**config.mk**
```make
export PLATFORM = sky130hd
export DESIGN_NAME = phy_rst_seq
export DESIGN_NICKNAME = d
export VERILOG_FILES = /design/src/rtl/phy_rst_seq.sv
export SDC_FILE = /design/constraint.sdc
export NUM_CORES = 1
export LEC_CHECK = 0
export ABC_AREA = 1
export BUFFER_PORTS_ARGS = -buffer_cell sky130_fd_sc_hd__buf_4
export CAP_MARGIN = 20
export CORE_MARGIN = 1
export CORE_UTILIZATION = 58
export CTS_CLUSTER_SIZE = 14
export DETAILED_ROUTE_END_ITERATION = 10
export PLACE_DENSITY = 0.9
export RECOVER_POWER = 50
export SLEW_MARGIN = 30
export SYNTH_ARGS = -nofsm -noshare
export SYNTH_HDL_FRONTEND = slang
export SYNTH_SLANG_ARGS = --single-unit
```
**constraint.sdc**
```tcl
create_clock -name clk -period 2.3 [get_ports clk]
set_input_delay 0.23 -clock clk [delete_from_list [all_inputs] [get_ports clk]]
set_output_delay 0.23 -clock clk [all_outputs]
set_load 0.005 [all_outputs]
```
**src/rtl/phy_rst_seq.sv**
```systemverilog
module phy_rst_seq #(
  parameter int STRAP_W      = 5,
  parameter int PULSE_MIN_US = 1,
  parameter int PWR_HOLD_US  = 500,
  parameter int RST_HOLD_US  = 10,
  parameter int STRAP_DLY_US = 2,
  parameter int SETTLE_US    = 500
) (
  input  logic               clk,
  input  logic               pwr_ok,
  input  logic               us_tick,
  input  logic               rst_pin,
  input  logic [STRAP_W-1:0] strap_pins,
  input  logic               sw_rst_wr,
  input  logic               spd_sel_100,
  output logic               core_rst,
  output logic [STRAP_W-1:0] strap_q,
  output logic               sw_rst_bit,
  output logic               spd10_led,
  output logic               spd100_led,
  output logic               mgmt_rdy
);

  localparam int QUAL_TICKS = PULSE_MIN_US + 1;
  localparam int QW = $clog2(QUAL_TICKS + 1);
  localparam int M_A = (PWR_HOLD_US > RST_HOLD_US) ? PWR_HOLD_US : RST_HOLD_US;
  localparam int M_B = (STRAP_DLY_US > SETTLE_US) ? STRAP_DLY_US : SETTLE_US;
  localparam int MAX_LIM = (M_A > M_B) ? M_A : M_B;
  localparam int CW = $clog2(MAX_LIM + 1);

  typedef enum logic [1:0] {ST_HOLD, ST_STRAP, ST_SETTLE, ST_RUN} st_t;

  logic          pin_meta, pin_sync;
  logic [QW-1:0] pin_cnt;
  logic          hw_req, any_req;
  st_t           st;
  logic [CW-1:0] cnt, lim;
  logic          lim_hit;
  logic          pwr_phase, sw_phase;

  assign hw_req  = pin_sync && (pin_cnt == QW'(QUAL_TICKS));
  assign any_req = hw_req || sw_rst_wr;

  always_comb begin
    case (st)
      ST_HOLD:   lim = pwr_phase ? CW'(PWR_HOLD_US) : CW'(RST_HOLD_US);
      ST_STRAP:  lim = CW'(STRAP_DLY_US);
      ST_SETTLE: lim = CW'(SETTLE_US);
      default:   lim = '0;
    endcase
  end

  assign lim_hit = us_tick && (st != ST_RUN) && (cnt == lim);

  always_ff @(posedge clk or negedge pwr_ok) begin
    if (!pwr_ok) begin
      pin_meta  <= 1'b0;
      pin_sync  <= 1'b0;
      pin_cnt   <= '0;
      st        <= ST_HOLD;
      cnt       <= '0;
      pwr_phase <= 1'b1;
      sw_phase  <= 1'b0;
      strap_q   <= '0;
    end else begin
      pin_meta <= rst_pin;
      pin_sync <= pin_meta;
      if (!pin_sync)
        pin_cnt <= '0;
      else if (us_tick && pin_cnt != QW'(QUAL_TICKS))
        pin_cnt <= pin_cnt + QW'(1);

      if (sw_rst_wr)   sw_phase <= 1'b1;
      else if (hw_req) sw_phase <= 1'b0;

      if (any_req) begin
        st  <= ST_HOLD;
        cnt <= '0;
      end else if (lim_hit) begin
        cnt <= '0;
        case (st)
          ST_HOLD: begin
            st        <= ST_STRAP;
            pwr_phase <= 1'b0;
          end
          ST_STRAP: begin
            strap_q <= strap_pins;
            st      <= sw_phase ? ST_SETTLE : ST_RUN;
          end
          default: st <= ST_RUN;
        endcase
      end else if (us_tick && st != ST_RUN) begin
        cnt <= cnt + CW'(1);
      end
    end
  end

  assign core_rst   = (st == ST_HOLD);
  assign mgmt_rdy   = (st == ST_RUN);
  assign sw_rst_bit = sw_phase && (st == ST_HOLD || st == ST_STRAP);
  assign spd10_led  = (core_rst && pwr_phase) ? 1'b1 : !spd_sel_100;
  assign spd100_led = (core_rst && pwr_phase) ? 1'b0 : spd_sel_100;

  p_qual_prev_r1: assert property (@(posedge clk) disable iff (!pwr_ok)
    hw_req |-> $past(pin_sync));

  p_release_on_tick_r3: assert property (@(posedge clk) disable iff (!pwr_ok)
    $fell(core_rst) |-> $past(us_tick));

  p_strap_only_capture_r4: assert property (@(posedge clk) disable iff (!pwr_ok)
    !$stable(strap_q) |-> $past(st == ST_STRAP && us_tick));

  p_swbit_from_write_r5: assert property (@(posedge clk) disable iff (!pwr_ok)
    $rose(sw_rst_bit) |-> $past(sw_rst_wr));

  p_rdy_on_tick_r6: assert property (@(posedge clk) disable iff (!pwr_ok)
    $rose(mgmt_rdy) |-> $past(us_tick));

  p_req_forces_rst_r7: assert property (@(posedge clk) disable iff (!pwr_ok)
    any_req |=> (core_rst && !mgmt_rdy));

endmodule

```
* Word level (Yosys, flattened, before mapping)
Index checks and enable logic that the tools add are counted.
** Storage, ports and cells
- Word-level logic and storage cells :: 49
- Register bits :: 22
- Input bits :: 11
** Cells by class
- $add $sub $neg :: 2
- Bitwise gates (word level) :: 1
- Reductions and logical operators :: 15
- Mux-type cells :: 15
- Eq/ne operators :: 8
** Operator list (number)
- two-way mux 9 bit :: 4
- one-hot mux 9 bit (3 select lines) :: 1
- adder 9 x 1 -> 9 bit, second input constant :: 1
- equality test 9 bit :: 1
- two-way mux 2 bit :: 4
- equality test 2 bit, second input constant :: 3
- logical AND 1 bit :: 6
- AND reduction 3 bit :: 2
- two-way mux 1 bit :: 5
- inequality test 2 bit, second input constant :: 2
- one-hot mux 2 bit (2 select lines) :: 1
- nonzero test 2 bit :: 2
- nonzero test 3 bit :: 1
- adder 2 x 1 -> 2 bit, second input constant :: 1
- equality test 2 x 1 -> 1 bit, second input constant :: 1
- logical NOT 2 bit :: 1
- logical OR 1 bit :: 2
- inequality test 2 x 1 -> 1 bit, second input constant :: 1
- logical NOT 1 bit :: 1
- NOT 1 bit :: 1

* Depth between registers and ports, before layout
- Word-level depth :: 6
- Depth in mapped cells :: 10

* Least setup slack after synthesis
Ideal clock, no wire load.
- Kind :: register to register
- From :: register pin_cnt[0]
- To :: register pwr_phase
- Path buffers :: 1
- Setup time :: 0.072 ns
- Clock period less this slack :: 1.360 ns
- Required time :: 2.228 ns
- Slack :: 0.940 ns
- Arrival :: 1.288 ns
- Cell stages (with the launch flop) :: 8
- Cell sequence :: dfrtp_1 > inv_1 > ha_1 > a21oi_1 > buf_2 > nand3_1 > nand2_1 > inv_1
** On the way
- Cells in the longest elaborated chain, start to end :: 5
** RTL lines
- start: declaration :: RTL line 34 : logic [QW-1:0] pin_cnt;
- start signal: assignment :: RTL line 71 : pin_cnt <= pin_cnt + QW'(1);
- equality test 2 bit :: RTL line 41 : assign hw_req = pin_sync && (pin_cnt == QW'(QUAL_TICKS));
- logical AND 1 bit :: RTL line 41
- logical OR 1 bit :: RTL line 42 : assign any_req = hw_req || sw_rst_wr;
- NOT 1 bit (no source line)
- AND reduction 3 bit (no source line)
- end signal: assignment :: RTL line 62 : pwr_phase <= 1'b1;
- end signal: assignment :: RTL line 84 : pwr_phase <= 1'b0;
- end: declaration :: RTL line 39 : logic pwr_phase, sw_phase;
Every way passes these cells.
A chain may end at the register's enable or synchronous reset.

* Final worst setup path
- From :: register st[0]
- To :: output port spd100_led
** On the way
- Cells in the longest elaborated chain, start to end :: 3
** RTL lines
- start: declaration :: RTL line 36 : st_t st;
- start signal: assignment :: RTL line 88 : st <= sw_phase ? ST_SETTLE : ST_RUN;
- logical NOT 2 bit :: RTL line 98 : assign core_rst = (st == ST_HOLD);
- logical AND 1 bit :: RTL line 102 : assign spd100_led = (core_rst && pwr_phase) ? 1'b0 : spd_sel_100;
- two-way mux 1 bit :: RTL line 102
- end: declaration :: RTL line 20 : output logic spd100_led,
Every way passes these cells.

==> impl_metrics.json <==
{
  "setup_viol": 0,
  "synth.largest_area_cell": "dfrtp_1",
  "synth_fp_nets": 165,
  "pwr-share-comb": 0.102,
  "antenna_left": 0,
  "clk_pin_slew_worst_paths_ns": 0.12,
  "sequentialPowerShare": 0.588,
  "h-tree-depth": 1,
  "skew_ns": 0.004150,
  "rows": 16,
  "p_leak_nw": 0.7670,
  "finalHoldViolations": 0,
  "synthTopCellsByArea": "dfrtp_1, nand2_1, nor2_1, nand3_1, inv_1",
  "drc": 0,
  "peakVddDrop_mv": 0.3774,
  "worstPathCellList": "nor2_4 -> inv_1 -> o21ai_0 -> inv_1 -> buf_4",
  "antenna_found_initial": 0,
  "clock-root-buffer": "clkbuf_4",
  "grt_max_degree": 23,
  "syn_area_per_cell_um2": 7.894,
  "worst_slew_pin_slew_ns": 1.207,
  "dp_hpwl_um": 1851,
  "place.gp.congestion": 0.8906,
  "cts_tree": "done",
  "viasPerCell": 5.176,
  "crit_top_cell": "inv_1",
  "finalPower_mw": 0.6894,
  "fin_crit_sh": 0.7346,
  "yosys_warnings": 0,
  "grt_pass1_vias": 910,
  "coreArea_mm2": 0.001962,
  "ys_seq_elements": 22,
  "slowest_stage": "dfrtp_1",
  "die_h_um": 47.49,
  "pin_count": 21,
  "drv_slew": 0,
  "vias": 1056,
  "worst-setup-path-type": "register to primary output",
  "die-area_mm2": 0.002255,
  "cts_buffers": 3,
  "grt_pass1_wl_um": 3670,
  "cts.sinks": 22,
  "path_delay_family": "flip-flops",
  "netlist_area_mm2": 0.001200,
  "swShare": 0.2396,
  "diodes": 0,
  "cp_max_fo": 6,
  "overflow": 0,
  "cap_violations": 0,
  "end_kind": "primary output",
  "n_fill_cell": 155,
  "synth_cell_types": 22,
  "final.setup.tns_ns": 0,
  "wl_per_cell_um": 11.85,
  "clock_power_share": 0.310,
  "max_slew_margin": 0.1952,
  "status": "complete, no violations",
  "grt_use_total": 0.2406,
  "clk-insertion-delay-late_ns": 0.31,
  "cts_resized": 0,
  "slowest_delay_ns": 0.49,
  "fin_nets": 191,
  "cp.arrival_ns": 1.46,
  "seq_area_frac_synth": 0.4599,
  "die_w_um": 47.49,
  "layout.cells.most_common_list": "nand2_1, nor2_1, dfrtp_1",
  "wl_um": 2418,
  "synthCells": 152,
  "rsz0062_at_grt": "false",
  "numPortBuffers": 20,
  "syn2layout_area_growth_pct": 19.08,
  "period_needed_ns": 1.690,
  "initial_core_util": 0.6116,
  "drt_iter0_markers": 23,
  "hold_path.class": "input port to register",
  "required_ns": 2.07,
  "drt-pass1-iter-count": 4,
  "netSwitchingPower_mw": 0.1652,
  "layout-drive-gt1-share": 0.2090,
  "fmax_mhz": 591.9,
  "synthDominantCellAreaShare": 0.4380,
  "critPathBufInv": 3,
  "final_common_cell": "nand2_1",
  "cts_buffer_depth": 2,
  "cell_internal_pwr_mw": 0.5243,
  "r2r_slack_ns": 0.71,
  "crit_path_start_kind": "register",
  "cellPowerDensity_mw_per_mm2": 482.5
}
==> power groups by stage <==
stage          clock, mW  combinational [mW]  sequential, mW
2_1_floorplan          0              0.0373           0.410
3_3_place_gp           0              0.0681           0.412
3_5_place_dp           0              0.0710           0.413
4_1_cts            0.217              0.0725           0.405
5_1_grt            0.235              0.0809           0.406
6_report           0.214              0.0705           0.405
==> stage by stage <==
step	utilization	area (um2)	setup WS [ns]	std cells	hold WS (ns)
floorplan	-	1200	0.9401	152	-0.06559
global placement	0.7066	1386	0.8058	199	0.1317
detailed placement	0.7066	1386	0.7309	199	0.1350
CTS	0.7302	1433	0.6103	204	0.01416
global route	0.7283	1429	0.4610	204	0.02284
finish	0.7283	1429	0.6105	204	0.04117
==> cell usage after synthesis, drive strengths merged <==
master,n
a21o,1
a21oi,4
buf,1
dfrtp,21
dfstp,1
ha,2
inv,19
nand2,44
nand3,15
nand4,6
nor2,27
nor3,2
nor3b,1
o211a,1
o21ai,1
xor2,6
==> cells by family (layout without fill, tap and decap cells) <==
family                     after synthesis  in the layout  synth area share
xor gates and xnor gates                 6              6           0.04380
adders and majority gates                2              2           0.02085
DFF                                     22             22            0.4599
AOI/OAI and AO/OA                        7              7           0.03858
and+or+nand+nor                         95             95            0.3733
buffers and inverters                   20             45           0.06361
==> worst register-to-register path, cell delays in order, from the launching register on <==
cell     delay, ns
dfrtp_1       0.48
nand2_1       0.14
nand2_2       0.13
nor2_2        0.16
nand2_1       0.09
nor2_2        0.17
nand4_2       0.16
nand2_1       0.11
nand2_1       0.06
==> layout make-up <==
cell class	count	area, um2	area share
well taps	27	33.78	0.02364
multi-input cells	110	571.8	0.4002
repair buffers	22	163.9	0.1147
flip-flops and latches	22	551.8	0.3862
clock buffers	4	36.28	0.02539
inverters	19	71.32	0.04991
==> what timing repair did <==
action / CTS / global route
hold buffers: 1 / 0
setup buffers: 0 / 0
endpoints found under the hold margin: 21 / 0
==> per-layer routing <==
layer,GRT usage,routed length (um)
met4,0.1543,72
met5,0,0
met3,0.04528,102
met2,0.3973,1220
met1,0.2878,1023
==> registers in the layout (all words and copies together), names as in the netlist <==
register	count
pin_sync	1
sw_phase	1
pin_meta	1
st	2
pin_cnt	2
pwr_phase	1
strap_q	5
cnt	9
==> worst paths after layout <==
path | startpoint | end | cells after the start
hold / removal | rst_pin | pin_meta | 1
min in group asynchronous | pwr_ok | strap_q[3] | 2
setup reg to reg | st[1] | strap_q[3] | 8
setup / recovery | st[0] | spd100_led | 5
max in group asynchronous | pwr_ok | pin_meta | 2
hold reg to reg | pin_meta | pin_sync | 0
No activity file was read; power rests on OpenSTA's default activity.
